--- config.mk ---
export PLATFORM = sky130hd
export DESIGN_NAME = spi_regmaster
export DESIGN_NICKNAME = d
export VERILOG_FILES = /design/src/rtl/spi_rm_pkg.sv /design/src/rtl/spi_rm_baud.sv /design/src/rtl/spi_rm_shifter.sv /design/src/rtl/spi_regmaster.sv
export SDC_FILE = /design/constraint.sdc
export NUM_CORES = 1
export LEC_CHECK = 0
export ABC_AREA = 1
export BUFFER_PORTS_ARGS = -buffer_cell sky130_fd_sc_hd__buf_2
export CAP_MARGIN = 20
export CORE_ASPECT_RATIO = 2
export CORE_MARGIN = 5
export CORE_UTILIZATION = 35
export DETAILED_ROUTE_END_ITERATION = 8
export PLACE_DENSITY = 0.57
export SLEW_MARGIN = 0
export SYNTH_ARGS = -nofsm -noshare
export SYNTH_HDL_FRONTEND = slang
export SYNTH_SLANG_ARGS = --single-unit
--- constraint.sdc ---
create_clock -name clk -period 3.9 [get_ports clk]
set_input_delay 0.78 -clock clk [delete_from_list [all_inputs] [get_ports clk]]
set_output_delay 0.78 -clock clk [all_outputs]
set_load 0.01 [all_outputs]
--- src/rtl/spi_rm_pkg.sv ---
package spi_rm_pkg;
  localparam int unsigned WORD_W  = 32;
  localparam int unsigned ADDR_W  = 8;
  localparam int unsigned PM_W    = 4;
  localparam int unsigned LCODE_W = 4;

  localparam logic [ADDR_W-1:0] OFS_MODE  = 8'h20;
  localparam logic [ADDR_W-1:0] OFS_EVENT = 8'h24;
  localparam logic [ADDR_W-1:0] OFS_MASK  = 8'h28;
  localparam logic [ADDR_W-1:0] OFS_CMD   = 8'h2C;
  localparam logic [ADDR_W-1:0] OFS_TX    = 8'h30;
  localparam logic [ADDR_W-1:0] OFS_RX    = 8'h34;

  localparam int unsigned MB_LOOP   = 30;
  localparam int unsigned MB_CPOL   = 29;
  localparam int unsigned MB_CPHA   = 28;
  localparam int unsigned MB_DIV16  = 27;
  localparam int unsigned MB_MSB    = 26;
  localparam int unsigned MB_MASTER = 25;
  localparam int unsigned MB_EN     = 24;
  localparam int unsigned LEN_LO    = 20;
  localparam int unsigned PM_LO     = 16;

  localparam int unsigned EV_RNE = 9;
  localparam int unsigned EV_TNF = 8;
  localparam int unsigned CMD_GO = 23;

  localparam logic [WORD_W-1:0] MODE_KEEP = 32'h7FFF_0000;

  // number of bits in a character for a given length code
  function automatic logic [$clog2(WORD_W):0] char_bits(input logic [LCODE_W-1:0] code);
    logic [$clog2(WORD_W):0] n;
    if (code == '0) n = ($clog2(WORD_W)+1)'(WORD_W);
    else            n = ($clog2(WORD_W)+1)'(code) + 1'b1;
    return n;
  endfunction
endpackage

--- src/rtl/spi_rm_baud.sv ---
module spi_rm_baud #(
  parameter int unsigned PMW      = 4,
  parameter int unsigned FAST_SH  = 1,
  parameter int unsigned SLOW_SH  = 5
) (
  input  logic           clk,
  input  logic           rst_n,
  input  logic           run,
  input  logic [PMW-1:0] pm,
  input  logic           slow,
  output logic           tick
);
  localparam int unsigned CNT_W = PMW + 1 + SLOW_SH;

  logic [CNT_W-1:0] cnt_q, cnt_d, half;
  logic [PMW:0]     pm_inc;

  always_comb begin
    pm_inc = {1'b0, pm} + 1'b1;
    half   = slow ? (CNT_W'(pm_inc) << SLOW_SH) : (CNT_W'(pm_inc) << FAST_SH);
    tick   = run && (cnt_q == half - 1'b1);
    if (!run || tick) cnt_d = '0;
    else              cnt_d = cnt_q + 1'b1;
  end

  always_ff @(posedge clk or negedge rst_n) begin
    if (!rst_n) cnt_q <= '0;
    else        cnt_q <= cnt_d;
  end
endmodule

--- src/rtl/spi_rm_shifter.sv ---
module spi_rm_shifter #(
  parameter int unsigned W = 32
) (
  input  logic                   clk,
  input  logic                   rst_n,
  input  logic                   start,
  input  logic                   stop,
  input  logic                   tick,
  input  logic [W-1:0]           start_word,
  input  logic [$clog2(W):0]     nbits,
  input  logic                   cpol,
  input  logic                   cpha,
  input  logic                   lsb_first,
  input  logic                   loop_en,
  input  logic                   miso,
  output logic                   busy,
  output logic                   sclk_out,
  output logic                   mosi_out,
  output logic                   done,
  output logic [W-1:0]           rx_word
);
  localparam int unsigned IDX_W  = $clog2(W);
  localparam int unsigned LEN_W  = IDX_W + 1;
  localparam int unsigned EDGE_W = IDX_W + 2;

  logic              busy_q, busy_d;
  logic              sclk_q, sclk_d;
  logic              mosi_q, mosi_d;
  logic [EDGE_W-1:0] edge_q, edge_d, edge_k;
  logic [W-1:0]      acc_q, acc_d;
  logic [W-1:0]      word_q, word_d;
  logic [IDX_W-1:0]  j;
  logic              samp, last;

  function automatic logic [IDX_W-1:0] slot(input logic [IDX_W-1:0] idx,
                                             input logic lsb,
                                             input logic [LEN_W-1:0] n);
    logic [LEN_W-1:0] t;
    t = n - 1'b1 - {1'b0, idx};
    return lsb ? idx : t[IDX_W-1:0];
  endfunction

  always_comb begin
    busy_d = busy_q;
    sclk_d = sclk_q;
    mosi_d = mosi_q;
    edge_d = edge_q;
    acc_d  = acc_q;
    word_d = word_q;
    done   = 1'b0;
    edge_k = edge_q + 1'b1;
    j      = edge_q[IDX_W:1];
    samp   = loop_en ? mosi_q : miso;
    last   = (edge_k == {nbits, 1'b0});
    if (stop) begin
      busy_d = 1'b0;
    end else if (start) begin
      busy_d = 1'b1;
      sclk_d = cpol;
      edge_d = '0;
      acc_d  = '0;
      word_d = start_word;
      if (!cpha) mosi_d = start_word[slot('0, lsb_first, nbits)];
    end else if (busy_q && tick) begin
      sclk_d = ~sclk_q;
      edge_d = edge_k;
      if (edge_k[0]) begin
        if (cpha) mosi_d = word_q[slot(j, lsb_first, nbits)];
        else      acc_d[slot(j, lsb_first, nbits)] = samp;
      end else begin
        if (cpha)       acc_d[slot(j, lsb_first, nbits)] = samp;
        else if (!last) mosi_d = word_q[slot(j + 1'b1, lsb_first, nbits)];
      end
      if (last) begin
        busy_d = 1'b0;
        done   = 1'b1;
      end
    end
  end

  always_ff @(posedge clk or negedge rst_n) begin
    if (!rst_n) begin
      busy_q <= 1'b0;
      sclk_q <= 1'b0;
      mosi_q <= 1'b0;
      edge_q <= '0;
      acc_q  <= '0;
      word_q <= '0;
    end else begin
      busy_q <= busy_d;
      sclk_q <= sclk_d;
      mosi_q <= mosi_d;
      edge_q <= edge_d;
      acc_q  <= acc_d;
      if (start) word_q <= word_d;
    end
  end

  assign busy     = busy_q;
  assign sclk_out = busy_q ? sclk_q : cpol;
  assign mosi_out = mosi_q;
  assign rx_word  = acc_d;
endmodule

--- src/rtl/spi_regmaster.sv ---
module spi_regmaster
  import spi_rm_pkg::*;
(
  input  logic              clk,
  input  logic              rst_n,
  input  logic              bus_wr,
  input  logic              bus_rd,
  input  logic [ADDR_W-1:0] bus_addr,
  input  logic [WORD_W-1:0] bus_wdata,
  output logic [WORD_W-1:0] bus_rdata,
  output logic              sclk,
  output logic              mosi,
  input  logic              miso,
  output logic              irq
);
  localparam int unsigned NB_W = $clog2(WORD_W) + 1;

  logic [WORD_W-1:0] mode_q, mode_d;
  logic [WORD_W-1:0] tx_q, rx_q, rd_d, rdata_q, go_word;
  logic              ev_rne_q, ev_rne_d, ev_tnf_q, ev_tnf_d;
  logic [1:0]        mask_q;
  logic              irq_q, irq_d;
  logic              wr_mode, wr_event, wr_mask, wr_cmd, wr_tx;
  logic              can_go, go, stop, busy, done, tick;
  logic [WORD_W-1:0] rx_word;
  logic [NB_W-1:0]   nbits;

  always_comb begin
    wr_mode  = bus_wr && (bus_addr == OFS_MODE);
    wr_event = bus_wr && (bus_addr == OFS_EVENT);
    wr_mask  = bus_wr && (bus_addr == OFS_MASK);
    wr_cmd   = bus_wr && (bus_addr == OFS_CMD);
    wr_tx    = bus_wr && (bus_addr == OFS_TX);
    can_go   = mode_q[MB_EN] && mode_q[MB_MASTER] && !busy;
    go       = can_go && (wr_tx || (wr_cmd && bus_wdata[CMD_GO]));
    go_word  = wr_tx ? bus_wdata : tx_q;
    stop     = wr_mode && !bus_wdata[MB_EN];
    nbits    = char_bits(mode_q[LEN_LO +: LCODE_W]);
  end

  // mode register: full write only while disabled
  always_comb begin
    mode_d = mode_q;
    if (!mode_q[MB_EN]) mode_d = bus_wdata & MODE_KEEP;
    else                mode_d[MB_EN] = bus_wdata[MB_EN];
  end

  // events: completion wins over start and acknowledge
  always_comb begin
    ev_rne_d = ev_rne_q;
    ev_tnf_d = ev_tnf_q;
    if (wr_event && bus_wdata[EV_RNE]) ev_rne_d = 1'b0;
    if (wr_event && bus_wdata[EV_TNF]) ev_tnf_d = 1'b0;
    if (go)                            ev_tnf_d = 1'b0;
    if (done) begin
      ev_rne_d = 1'b1;
      ev_tnf_d = 1'b1;
    end
    irq_d = |({ev_rne_q, ev_tnf_q} & mask_q);
  end

  always_comb begin
    case (bus_addr)
      OFS_MODE:  rd_d = mode_q;
      OFS_EVENT: rd_d = WORD_W'({ev_rne_q, ev_tnf_q}) << EV_TNF;
      OFS_MASK:  rd_d = WORD_W'(mask_q) << EV_TNF;
      OFS_TX:    rd_d = tx_q;
      OFS_RX:    rd_d = rx_q;
      default:   rd_d = '0;
    endcase
  end

  always_ff @(posedge clk or negedge rst_n) begin
    if (!rst_n) begin
      mode_q   <= '0;
      tx_q     <= '0;
      rx_q     <= '0;
      mask_q   <= '0;
      ev_rne_q <= 1'b0;
      ev_tnf_q <= 1'b0;
      rdata_q  <= '0;
      irq_q    <= 1'b0;
    end else begin
      if (wr_mode) mode_q <= mode_d;
      if (wr_tx && can_go) tx_q <= bus_wdata;
      if (done) rx_q <= rx_word;
      if (wr_mask) mask_q <= bus_wdata[EV_RNE:EV_TNF];
      ev_rne_q <= ev_rne_d;
      ev_tnf_q <= ev_tnf_d;
      if (bus_rd) rdata_q <= rd_d;
      irq_q <= irq_d;
    end
  end

  spi_rm_baud #(.PMW(PM_W)) baud_i (
    .clk  (clk),
    .rst_n(rst_n),
    .run  (busy),
    .pm   (mode_q[PM_LO +: PM_W]),
    .slow (mode_q[MB_DIV16]),
    .tick (tick)
  );

  spi_rm_shifter #(.W(WORD_W)) shift_i (
    .clk       (clk),
    .rst_n     (rst_n),
    .start     (go),
    .stop      (stop),
    .tick      (tick),
    .start_word(go_word),
    .nbits     (nbits),
    .cpol      (mode_q[MB_CPOL]),
    .cpha      (mode_q[MB_CPHA]),
    .lsb_first (!mode_q[MB_MSB]),
    .loop_en   (mode_q[MB_LOOP]),
    .miso      (miso),
    .busy      (busy),
    .sclk_out  (sclk),
    .mosi_out  (mosi),
    .done      (done),
    .rx_word   (rx_word)
  );

  assign bus_rdata = rdata_q;
  assign irq       = irq_q;
endmodule

Word-level counts from Yosys, hierarchy flattened

Cells that the tools add are included.

Bits in registers: 200
Bits in latches: 0
Bits in writable memories: 0
ROM bits: 0
Bits of input ports: 45
Output and inout port bits: 35
Logic and storage cells: 126
Memories kept: 0

Add/sub/neg operators: 9
Multiply operators: 0
Divide/modulo/power cells: 0
$lt $le $gt $ge: 4
Equality and inequality tests: 12
Shift operators: 0
Muxes and demuxes: 49
Bitwise gates (word level): 4
Reduce and logical (&&, ||, !) cells: 32

Operators by type and width:

| kind                    | number |
|---|---|
| $mux W32                | 7 |
| $pmux W32 S5            | 1 |
| $eq A8 B6 Y1 const B    | 6 |
| $bwmux W32              | 1 |
| $mux W1                 | 28 |
| $mux W10                | 2 |
| $lt A5 B6 Y1 const B    | 3 |
| $logic_and A1 B1 Y1     | 16 |
| $bmux W1 S5             | 3 |
| $mux W5                 | 3 |
| $mux W7                 | 2 |
| $add A10 B1 Y10 const B | 1 |
| $add A4 B1 Y5 const B   | 2 |
| $eq A10 B10 Y1          | 1 |
| $sub A10 B1 Y10 const B | 1 |
| $sub A5 B5 Y5           | 2 |
| $reduce_bool A3 Y1      | 3 |
| $reduce_and A2 Y1       | 4 |
| $add A7 B1 Y7 const B   | 1 |
| $eq A7 B7 Y1            | 1 |
| $mux W6                 | 1 |
| $ne A3 B3 Y1 const B    | 2 |
| $reduce_and A6 Y1       | 1 |
| $add A5 B1 Y5 const B   | 1 |
| 12 further kinds        | 17 |

Longest topological paths before layout

Gate-level depths: netlist (run 1).

Depth after elaboration: 15
Mapped depth: 25
Mapped depth without buffers: 25

Cells and area by module

Synthesis (run 1) repeated with hierarchy kept, for this count alone.

Cell total of the unflattened synthesis: 1,747
Area total of the unflattened synthesis: 12,295.5 um2

Modules (own cells, without submodules):

| module         | times used | cells an instance | area each (um2) |
|---|---|---|---|
| spi_rm_shifter | 1          | 888               | 5,810.6 |
| spi_regmaster  | 1          | 696               | 5,461.5 |
| spi_rm_baud    | 1          | 163               | 1,023.5 |

Worst setup path after synthesis (run 1)

No wires, ideal clock.

Path type: flip-flop to flip-flop
Start point: reg mode_q[20]
End point: reg shift_i.mosi_q, in the netlist shift_i.mosi_out
Arrival time: 3,263 ps
Setup slack: 525 ps
Cell stages (with the launch flop): 25
Path buffers: 1
Clock period less this slack: 3,375 ps
Path through: dfrtp_1 > inv_1 > ha_1 > nand2_1 > nand2_1 > ha_1 > inv_1 > fa_1 > nand2_1 > o21ai_0 > clkbuf_1 > a21oi_1 > o21ai_0 > o21ai_1 > mux2_2 > nand2_1 > nand2_1 > inv_1 > nand2_1 > nand2_1 > nor2_1 > nor2_1 > nand3_1 > nand2_1 > inv_1

Word-level cells in the longest chain between the ends: 12
Elaborated cells between the ends (all ways): 25
Classes of those cells: 4 x add/sub; 2 x eq/ne; 17 x mux; 2 x reduce/logical

RTL lines:

| what                                              | RTL line                           | RTL |
|---|---|---|
| start: declaration                                | spi_regmaster.sv:18                | `logic [WORD_W-1:0] mode_q, mode_d;` |
| start signal: assignment                          | spi_regmaster.sv:84                | `if (wr_mode) mode_q <= mode_d;` |
| $add A4 B1 Y5 or $logic_not A4 Y1 (tied branches) | spi_rm_pkg.sv:34, spi_rm_pkg.sv:33 |  |
| $mux W6 (*)                                       | spi_rm_pkg.sv:33                   | `if (code == '0) n = ($clog2(WORD_W)+1)'(WORD_W);` |
| $sub A5 B1 Y5                                     | spi_rm_shifter.sv:39               | `t = n - 1'b1 - {1'b0, idx};` |
| $sub A5 B5 Y5                                     | spi_rm_shifter.sv:39               |  |
| $mux W5                                           | spi_rm_shifter.sv:40               | `return lsb ? idx : t[IDX_W-1:0];` |
| $bmux W1 S5                                       | spi_rm_shifter.sv:72               | `else if (!last) mosi_d = word_q[slot(j + 1'b1, lsb_first, nbits)];` |
| $mux W1 (not written as such)                     | spi_rm_shifter.sv:72               |  |
| $mux W1                                           | spi_rm_shifter.sv:72               |  |
| $mux W1                                           | spi_rm_shifter.sv:71               | `if (cpha) acc_d[slot(j, lsb_first, nbits)] = samp;` |
| $mux W1                                           | spi_rm_shifter.sv:67               | `if (edge_k[0]) begin` |
| $mux W1                                           | spi_rm_shifter.sv:64               | `end else if (busy_q && tick) begin` |
| $mux W1                                           | spi_rm_shifter.sv:57               | `end else if (start) begin` |
| end signal: assignment                            | spi_rm_shifter.sv:92               | `mosi_q <= mosi_d;` |
| end: declaration                                  | spi_rm_shifter.sv:28               | `logic mosi_q, mosi_d;` |

Every way passes the cells marked *; elsewhere a longest branch is shown, timed or not. The select of a mux whose other input is x is not followed.
A chain may end at the register's enable or synchronous reset.

Worst setup path in the final report (run 1)

Same ends and word-level chain as after synthesis.

==> metrics.txt, run 1 <==
# TYPE chip_impl_metric gauge
chip_impl_info{name="run_status",value="finished, final reports clean"} 1
chip_impl_metric{name="area_growth",unit="%"} 15.54
chip_impl_metric{name="filler_cells",unit=""} 3566
chip_impl_metric{name="multi_input_comb_area",unit="mm^2"} 0.005973
chip_impl_info{name="timing.critical_path.slowest_stage_cell",value="fa_1"} 1
chip_impl_metric{name="clk_pin_slew_worst_paths",unit="ns"} 0.08
chip_impl_metric{name="timing.fmax",unit="MHz"} 274.3
chip_impl_metric{name="io-pin-count",unit=""} 80
chip_impl_metric{name="postRouteWirelength",unit="mm"} 42.26
chip_impl_metric{name="syn_inst",unit=""} 1663
chip_impl_metric{name="syn_area",unit="mm^2"} 0.01182
chip_impl_metric{name="vias_per_cell",unit=""} 5.177
chip_impl_info{name="critical_path.cell_chain",value="inv_1, ha_1, inv_1, ha_1, buf_4, fa_1, nand2_1, o21ai_1, nand2_2, inv_1, a22oi_1, a21oi_1, o21ai_0, nand2_1, nand2_1, nand2_1, nand3_1, nand3_1, nand2_1, inv_1"} 1
chip_impl_metric{name="cellLeakagePower",unit="nW"} 6.459
chip_impl_metric{name="maxCapViolCount",unit=""} 0
chip_impl_metric{name="syn_nets",unit=""} 1725
chip_impl_metric{name="cts_hold_buffers",unit=""} 0
chip_impl_metric{name="final_net_count",unit=""} 1804
chip_impl_metric{name="globalRouteTotalUtil",unit=""} 0.2242
chip_impl_metric{name="timing.critical_path.arrival",unit="ns"} 4.05
chip_impl_metric{name="drc",unit=""} 0
chip_impl_metric{name="floorplan.die_area",unit="mm^2"} 0.03777
chip_impl_metric{name="port-buffer-count",unit=""} 79
chip_impl_metric{name="worst_skew_pair.late_latency",unit="ns"} 0.47
chip_impl_info{name="path_delay_family",value="adder cells"} 1
chip_impl_metric{name="cts-buffers-inserted",unit=""} 17
chip_impl_info{name="cts_tree",value="done"} 1
chip_impl_metric{name="power.density_cell_area",unit="mW/mm^2"} 308.8
chip_impl_metric{name="placedInstanceArea",unit="mm^2"} 0.01291
chip_impl_metric{name="die_w",unit="um"} 139.9
chip_impl_info{name="synth_commonest_cells",value="nand2_1, dfrtp_1, inv_1"} 1
chip_impl_metric{name="number_of_flops_mapped_to_enable_cells_by_yosys",unit=""} 0
chip_impl_metric{name="crit_fanout",unit=""} 6
chip_impl_info{name="rsz0062_at_grt",value="no"} 1
chip_impl_metric{name="timing_worst_slew_pin_value",unit="ns"} 0.9874
chip_impl_metric{name="switching_share_of_power",unit=""} 0.2673
chip_impl_info{name="worstHoldPathType",value="in2async"} 1
chip_impl_metric{name="pre_cts_ws",unit="ns"} 0.05918
chip_impl_metric{name="drt_first_pass_iters",unit=""} 5
chip_impl_metric{name="gp_congestion",unit=""} 0.9441
chip_impl_metric{name="min_period",unit="ns"} 3.646
chip_impl_metric{name="total_power",unit="mW"} 4.217
chip_impl_metric{name="setup_violations",unit=""} 0
chip_impl_metric{name="worst_clock_skew",unit="ns"} 0.01722
chip_impl_metric{name="final-hold-violation-count",unit=""} 0
chip_impl_info{name="critPathMostFrequentCell",value="nand2_1"} 1
chip_impl_metric{name="synth_top_area_frac",unit=""} 0.4235
chip_impl_metric{name="avgSynthCellArea",unit="um^2"} 7.107
chip_impl_metric{name="drt-wirelength-per-cell",unit="um"} 19.29
chip_impl_metric{name="layout-drive-gt1-share",unit=""} 0.1282
chip_impl_metric{name="total_switching_power",unit="mW"} 1.127
chip_impl_metric{name="p_int",unit="mW"} 3.090
chip_impl_metric{name="numPlacedInstances",unit=""} 2152
chip_impl_metric{name="timing.final.crit_share",unit=""} 0.9349
chip_impl_metric{name="power.combinational.fraction",unit=""} 0.047
chip_impl_metric{name="sequential_cell_area",unit="mm^2"} 0.005005
chip_impl_info{name="cp-end-kind",value="flop"} 1
chip_impl_metric{name="design_area",unit="mm^2"} 0.01366
chip_impl_metric{name="setup_tns",unit="ns"} 0
chip_impl_metric{name="asyncSetResetFlopFracSynth",unit=""} 1.000
chip_impl_metric{name="numClockSinks",unit=""} 200
chip_impl_metric{name="diodes",unit=""} 0
chip_impl_metric{name="setup_slack",unit="ns"} 0.2541
chip_impl_metric{name="clkPwrFrac",unit=""} 0.453
chip_impl_metric{name="cts_htree_levels",unit=""} 4
chip_impl_metric{name="rows",unit=""} 95
chip_impl_metric{name="synth-seq-area-share",unit=""} 0.4235
chip_impl_info{name="main_synth_ff_type",value="dfrtp_1"} 1
chip_impl_metric{name="place.detailed.hpwl",unit="mm"} 31.69
chip_impl_metric{name="synth_seq_cells",unit=""} 200
chip_impl_metric{name="antenna_found_initial",unit=""} 0
chip_impl_info{name="clk_root_buffer_cell",value="clkbuf_16"} 1
chip_impl_info{name="worst-setup-path-type",value="reg2reg"} 1
chip_impl_metric{name="cts-root-to-sink-buffers",unit=""} 2
chip_impl_metric{name="synth.yosys.warnings",unit=""} 0
chip_impl_metric{name="p_seq_frac",unit=""} 0.500
chip_impl_info{name="synth_most_common_cell",value="nand2_1"} 1
chip_impl_metric{name="grt_overflow_total",unit=""} 0
chip_impl_metric{name="drt_iter0_markers",unit=""} 828
chip_impl_info{name="ys_top_cells_by_area",value="dfrtp_1, nand2_1, o21ai_0, inv_1, nand3_1"} 1
chip_impl_info{name="worst_setup_path_start_kind",value="flop"} 1
chip_impl_metric{name="layoutNonFillerInstCount",unit=""} 2191
chip_impl_info{name="yosysTopAreaCell",value="dfrtp_1"} 1
chip_impl_metric{name="routed-via-count",unit=""} 11340
chip_impl_metric{name="fp.coreArea",unit="mm^2"} 0.03352
chip_impl_metric{name="start_util",unit=""} 0.3526
chip_impl_metric{name="detail-route-antenna-nets",unit=""} 0
chip_impl_metric{name="timing.slew.headroom",unit=""} 0.3417
chip_impl_metric{name="final_max_slew_viol_count",unit=""} 0
chip_impl_metric{name="max_stage_delay",unit="ns"} 0.50
chip_impl_metric{name="post_synth_num_cell_types",unit=""} 49
chip_impl_metric{name="critPathRequiredTime",unit="ns"} 4.31
chip_impl_metric{name="grt_pass1_wl",unit="mm"} 65.29
chip_impl_metric{name="critical_path.n_buffers_inverters",unit=""} 5
chip_impl_metric{name="peakVddDrop",unit="mV"} 0.2869
chip_impl_metric{name="fp.dieH",unit="um"} 269.9
chip_impl_metric{name="grt_start_max_net_pins",unit=""} 104
chip_impl_metric{name="first_global_vias",unit=""} 11180
worst reg2reg max path, delay by kind of cell (launching register included):
kind                     cells  cell delay [ns]
AO/OA/AOI/OAI                4             0.72
AND/OR/NAND/NOR              8             0.72
buffers and inverters        5             0.63
flip-flops                   1             0.42
adder cells (fa/ha/maj)      3             1.11
cells in the final DEF, fill, tap and decap left out, types with 3 or more instances in the layout:
cell type,count
dfrtp_1,200
clkinv_1,4
a221oi_1,10
nand2_1,628
inv_1,145
a22oi_1,10
nand4_1,25
nand3_1,98
clkinv_8,5
o21a_1,12
o21ai_2,4
buf_2,78
nor2_4,5
o21ai_0,143
inv_6,3
buf_12,5
xor2_1,17
o22ai_1,11
mux2_2,4
clkinv_4,3
nor3_1,8
nor2_2,13
nand2_2,7
o21ai_1,6
o211ai_1,22
a21oi_1,69
nand3_2,3
ha_1,14
nor2_1,79
inv_2,8
clkbuf_16,17
buf_4,51
nor3b_1,4
a22o_1,6
xnor2_1,4
power groups by stage:
| stage | combinational [mW] | clock, mW | sequential, mW |
|---|---|---|---|
| CTS | 0.202 | 1.94 | 2.11 |
| global placement | 0.197 | 0 | 2.15 |
| floorplan | 0.0808 | 0 | 2.15 |
| global route | 0.227 | 2.03 | 2.11 |
| detailed placement | 0.202 | 0 | 2.15 |
| finish | 0.199 | 1.91 | 2.11 |
path summary, 6_finish.rpt:
check,startpoint,cells past startpoint,end,slack [ns]
min in group clk,bus_rdata[20]$_DFFE_PN0P_,2,bus_rdata[20]$_DFFE_PN0P_,0.48
worst min register to register,bus_rdata[20]$_DFFE_PN0P_,2,bus_rdata[20]$_DFFE_PN0P_,0.48
worst max-delay path,mode_q[20]$_DFFE_PN0P_,20,shift_i.mosi_out$_DFFE_PN0P_,0.25
worst max register to register,mode_q[20]$_DFFE_PN0P_,20,shift_i.mosi_out$_DFFE_PN0P_,0.25
max in group asynchronous,rst_n,2,shift_i.word_q[24]$_DFFE_PN0P_,2.58
worst min-delay path,rst_n,1,tx_q[13]$_DFFE_PN0P_,0.39
routing by layer:
metal / global-route usage / part of all wire / vias to the layer above / wire [um]
met1: 0.2465 / 0.37 / 5354 / 15690
met2: 0.4014 / 0.52 / 352 / 21910
met4: 0.1409 / 0.072 / 0 / 3034
li1: - / - / 5547 / -
met3: 0.02977 / 0.038 / 90 / 1613
met5: 0 / 0 / - / 0
logic make-up (layout without fill, tap and decap cells):
| kind of cell | count (synthesis) | count (layout) | synth area share |
|---|---|---|---|
| simple gates | 884 | 884 | 0.3111 |
| mux | 4 | 4 | 0.003811 |
| fa+ha+maj | 17 | 17 | 0.01927 |
| compound gates | 303 | 303 | 0.1485 |
| xor+xnor | 22 | 22 | 0.01630 |
| flops | 200 | 200 | 0.4235 |
| buf+inv | 233 | 325 | 0.07749 |
layout make-up:
cell class | count | share of cell area
Clock buffer | 17 | 0.03115
Clock inverter | 15 | 0.01484
Inverter | 157 | 0.04316
Multi-Input combinational cell | 1230 | 0.4374
Sequential cell | 200 | 0.3665
Tap cell | 436 | 0.03995
Timing Repair Buffer | 136 | 0.06698
sequential cells by signal, summed over array words and instances, names as in the netlist:
name,flops
mask_q,2
ev_rne_q,1
shift_i.busy,1
shift_i.word_q,32
bus_rdata,32
shift_i.sclk_q,1
baud_i.cnt_q,10
shift_i.mosi_out,1
rx_q,32
mode_q,15
shift_i.edge_q,7
ev_tnf_q,1
irq,1
shift_i.acc_q,32
tx_q,32
what timing repair did:
item | in CTS | in global routing
endpoints found under the hold margin | 0 | 0
gates resized for setup | 0 | 16
endpoints found under the setup margin | 0 | 51
setup buffers | 0 | 7
through the flow:
stage | utilization | hold slack (ns)
floorplan | - | 0.4489
global placement | 0.3842 | 0.4590
detailed placement | 0.3851 | 0.4596
CTS | 0.4038 | 0.4595
global route | 0.4074 | 0.4760
finish | 0.4074 | 0.3866
Note: power is estimated with default switching activity, not from simulation.
==> inputs of run 2 (changes only) <==
- CELL_PAD_IN_SITES_DETAIL_PLACEMENT: unset -> 1
- CELL_PAD_IN_SITES_GLOBAL_PLACEMENT: unset -> 1
- PLACE_DENSITY: 0.57 -> 0.72
==> run 2 against run 1 <==
Net effect:
- clock skew is 0.0041 ns lower
- via count up 3.4%
- utilization shrank 0.090 points
- flip-flop and latch count did not move
- global-route usage increased by 1.5 points
- routed wire length grew 7.7%
- combinational power hardly changed
- register-to-register slack about the same
- worst setup slack worse by 0.0066 ns
- critical path depth increased by 4
- non-clock buffer count increased by 2
- highest routed layer unchanged
==> metrics.txt, run 2 (synthesis results as in run 1) <==
# TYPE chip_impl_metric gauge
chip_impl_info{name="run_status",value="finished, final reports clean"} 1
chip_impl_metric{name="setup_slack",unit="ns"} 0.2474
chip_impl_metric{name="layout-drive-gt1-share",unit=""} 0.1330
chip_impl_metric{name="numClockSinks",unit=""} 200
chip_impl_metric{name="worst_skew_pair.late_latency",unit="ns"} 0.47
chip_impl_metric{name="critical_path.n_buffers_inverters",unit=""} 6
chip_impl_metric{name="power.density_cell_area",unit="mW/mm^2"} 302.2
chip_impl_metric{name="final-hold-violation-count",unit=""} 0
chip_impl_info{name="worst_r2r_endpoint",value="shift_i.mosi_out$_DFFE_PN0P_"} 1
chip_impl_info{name="most_common_cell_after_layout_fill_and_taps_aside",value="nand2_1"} 1
chip_impl_metric{name="setup_tns",unit="ns"} 0
chip_impl_metric{name="timing.critical_path.arrival",unit="ns"} 4.02
chip_impl_metric{name="timing_worst_slew_pin_value",unit="ns"} 0.9093
chip_impl_metric{name="filler_cells",unit=""} 4335
chip_impl_info{name="worstHoldPathType",value="in2async"} 1
chip_impl_info{name="rsz0062_at_grt",value="yes"} 1
chip_impl_metric{name="grt_pass1_wl",unit="mm"} 70.14
chip_impl_metric{name="drt_first_pass_iters",unit=""} 5
chip_impl_metric{name="floorplan.die_area",unit="mm^2"} 0.03777
chip_impl_metric{name="rows",unit=""} 95
chip_impl_metric{name="drc",unit=""} 0
chip_impl_metric{name="min_period",unit="ns"} 3.653
chip_impl_metric{name="cts-root-to-sink-buffers",unit=""} 2
chip_impl_metric{name="die_w",unit="um"} 139.9
chip_impl_metric{name="port-buffer-count",unit=""} 79
chip_impl_metric{name="fp.coreArea",unit="mm^2"} 0.03352
chip_impl_metric{name="antenna_found_initial",unit=""} 1
chip_impl_info{name="clk_root_buffer_cell",value="clkbuf_16"} 1
chip_impl_metric{name="drt_iter0_markers",unit=""} 530
chip_impl_metric{name="globalRouteTotalUtil",unit=""} 0.2396
chip_impl_metric{name="fp.dieH",unit="um"} 269.9
chip_impl_metric{name="cts-buffers-inserted",unit=""} 17
chip_impl_metric{name="grt_start_max_net_pins",unit=""} 90
chip_impl_metric{name="max_stage_delay",unit="ns"} 0.56
chip_impl_metric{name="io-pin-count",unit=""} 80
chip_impl_metric{name="gp_congestion",unit=""} 0.9248
chip_impl_metric{name="hold-worst-slack",unit="ns"} 0.3282
chip_impl_metric{name="start_util",unit=""} 0.3526
chip_impl_info{name="worst_setup_path_start_kind",value="flop"} 1
chip_impl_metric{name="first_global_vias",unit=""} 12290
chip_impl_metric{name="worstSetupPathDepth",unit=""} 24
chip_impl_metric{name="cts_htree_levels",unit=""} 4
chip_impl_metric{name="final_max_slew_viol_count",unit=""} 0
chip_impl_metric{name="maxCapViolCount",unit=""} 0
chip_impl_metric{name="ff2ff_path_depth",unit=""} 24
chip_impl_metric{name="area_growth",unit="%"} 15.29
chip_impl_metric{name="clk_pin_slew_worst_paths",unit="ns"} 0.08
chip_impl_info{name="critPathMostFrequentCell",value="nand2_1"} 1
chip_impl_metric{name="vias_per_cell",unit=""} 5.338
chip_impl_metric{name="routed-via-count",unit=""} 11720
chip_impl_metric{name="grt_overflow_total",unit=""} 0
chip_impl_metric{name="cellLeakagePower",unit="nW"} 6.442
chip_impl_info{name="timing.critical_path.slowest_stage_cell",value="fa_1"} 1
chip_impl_metric{name="numPlacedInstances",unit=""} 2148
chip_impl_metric{name="rrSetupSlack",unit="ns"} 0.25
chip_impl_metric{name="critPathRequiredTime",unit="ns"} 4.27
chip_impl_metric{name="timing.fmax",unit="MHz"} 273.8
chip_impl_metric{name="timing.slew.headroom",unit=""} 0.3923
chip_impl_metric{name="layoutNonFillerInstCount",unit=""} 2196
chip_impl_info{name="path_delay_family",value="adder cells"} 1
chip_impl_info{name="regToRegStartpoint",value="mode_q[20]$_DFFE_PN0P_"} 1
chip_impl_metric{name="drt-wirelength-per-cell",unit="um"} 20.73
chip_impl_metric{name="place.detailed.hpwl",unit="mm"} 34.55
chip_impl_metric{name="worst_clock_skew",unit="ns"} 0.01317
chip_impl_info{name="worst-setup-path-type",value="reg2reg"} 1
chip_impl_metric{name="postRouteWirelength",unit="mm"} 45.52
chip_impl_metric{name="peakVddDrop",unit="mV"} 0.3172
chip_impl_metric{name="setup_violations",unit=""} 0
chip_impl_info{name="mostFrequentLayoutCells",value="nand2_1, dfrtp_1, inv_1, o21ai_0, nand3_1"} 1
chip_impl_metric{name="timing.final.crit_share",unit=""} 0.9366
chip_impl_metric{name="pre_cts_ws",unit="ns"} 0.007738
chip_impl_info{name="critical_path.cell_chain",value="inv_1, ha_1, nand2_1, nand2_1, ha_2, inv_1, fa_1, nand2_1, o21ai_2, buf_4, inv_1, o21ai_0, o21ai_0, mux2_2, nand2_1, nand2_1, inv_1, nand2_1, nand2_1, nor2_1, nor2_1, nand3_1, nand2_1, inv_1"} 1
chip_impl_info{name="cts_tree",value="done"} 1
chip_impl_info{name="cp-end-kind",value="flop"} 1
chip_impl_metric{name="final_net_count",unit=""} 1808
chip_impl_metric{name="crit_fanout",unit=""} 7
chip_impl_metric{name="detail-route-antenna-nets",unit=""} 0
-- run 2: changes by cell type in the layout (fill, tap and decap cells not counted), moves of 2 or more --
| cell | before | now |
|---|---|---|
| clkinv_8 | 5 | 3 |
| buf_4 | 51 | 55 |
| clkinv_2 | 0 | 3 |
| buf_12 | 5 | 3 |
| clkinv_4 | 3 | 1 |
| o21ai_2 | 4 | 6 |
| ha_1 | 14 | 12 |
-- run 2: final cells by class --
type,instances,area [um^2],share of cell area
sequential,200,5005,0.3673
timing repair buffer,138,892.1,0.06547
clock inverter,14,137.6,0.01010
multi-input combinational,1232,6015,0.4414
tap,436,545.5,0.04004
clock buffer,18,439.2,0.03223
antenna,1,2.502,0.0001837
inverter,157,589.3,0.04325
-- run 2: worst register-to-register path, delay by kind of cell, from the launching register on --
| family | cells | cell delay, ns |
|---|---|---|
| multiplexers | 1 | 0.27 |
| AND/OR/NAND/NOR | 11 | 0.78 |
| buffers and inverters | 6 | 0.61 |
| AO/OA/AOI/OAI | 3 | 0.32 |
| flip-flops | 1 | 0.42 |
| adder cells (fa/ha/maj) | 3 | 1.15 |
-- run 2: power breakdown --
group	switching, mW	internal (mW)
combinational	0.138	0.0574
clock	0.948	0.865
sequential	0.0160	2.09
-- run 2: per-stage QoR --
step | total power, mW | util | instance area [um^2]
after global placement | 2.340 | 0.3827 | 12830
after detailed placement | 2.347 | 0.3829 | 12830
after global routing | 4.255 | 0.4064 | 13620
final | 4.118 | 0.4065 | 13630
after CTS | 4.149 | 0.4005 | 13430
after floorplan | 2.229 | - | 11820
-- run 2: worst max-delay path by stage --
stage               slack [ns]                           end              startpoint
floorplan                 0.52  shift_i.mosi_out$_DFFE_PN0P_  mode_q[20]$_DFFE_PN0P_
global placement          0.03  shift_i.mosi_out$_DFFE_PN0P_  mode_q[20]$_DFFE_PN0P_
detailed placement       0.008  shift_i.mosi_out$_DFFE_PN0P_  mode_q[20]$_DFFE_PN0P_
finish                    0.25  shift_i.mosi_out$_DFFE_PN0P_  mode_q[20]$_DFFE_PN0P_
global route             -0.04  shift_i.mosi_out$_DFFE_PN0P_  mode_q[20]$_DFFE_PN0P_
CTS                       0.03  shift_i.mosi_out$_DFFE_PN0P_  mode_q[20]$_DFFE_PN0P_
-- run 2: what timing repair did --
| item | 4_1_cts | 5_1_grt |
|---|---|---|
| cloned | 0 | 2 |
| setup buffers | 0 | 12 |
| endpoints found under the hold margin | 0 | 0 |
| pin swaps | 0 | 4 |
| gates resized for setup | 4 | 19 |
| hold buffers | 0 | 0 |
| endpoints found under the setup margin | 6 | 53 |
-- run 2: metal layers --
| layer | vias to the layer above | wire length (um) | global-route usage | part of all wire |
|---|---|---|---|---|
| li1 | 5556 | - | - | - |
| met4 | 0 | 3938 | 0.1743 | 0.087 |
| met5 | - | 0 | 0 | 0 |
| met1 | 5794 | 16930 | 0.2586 | 0.37 |
| met2 | 260 | 23380 | 0.4239 | 0.51 |
| met3 | 113 | 1275 | 0.02994 | 0.028 |
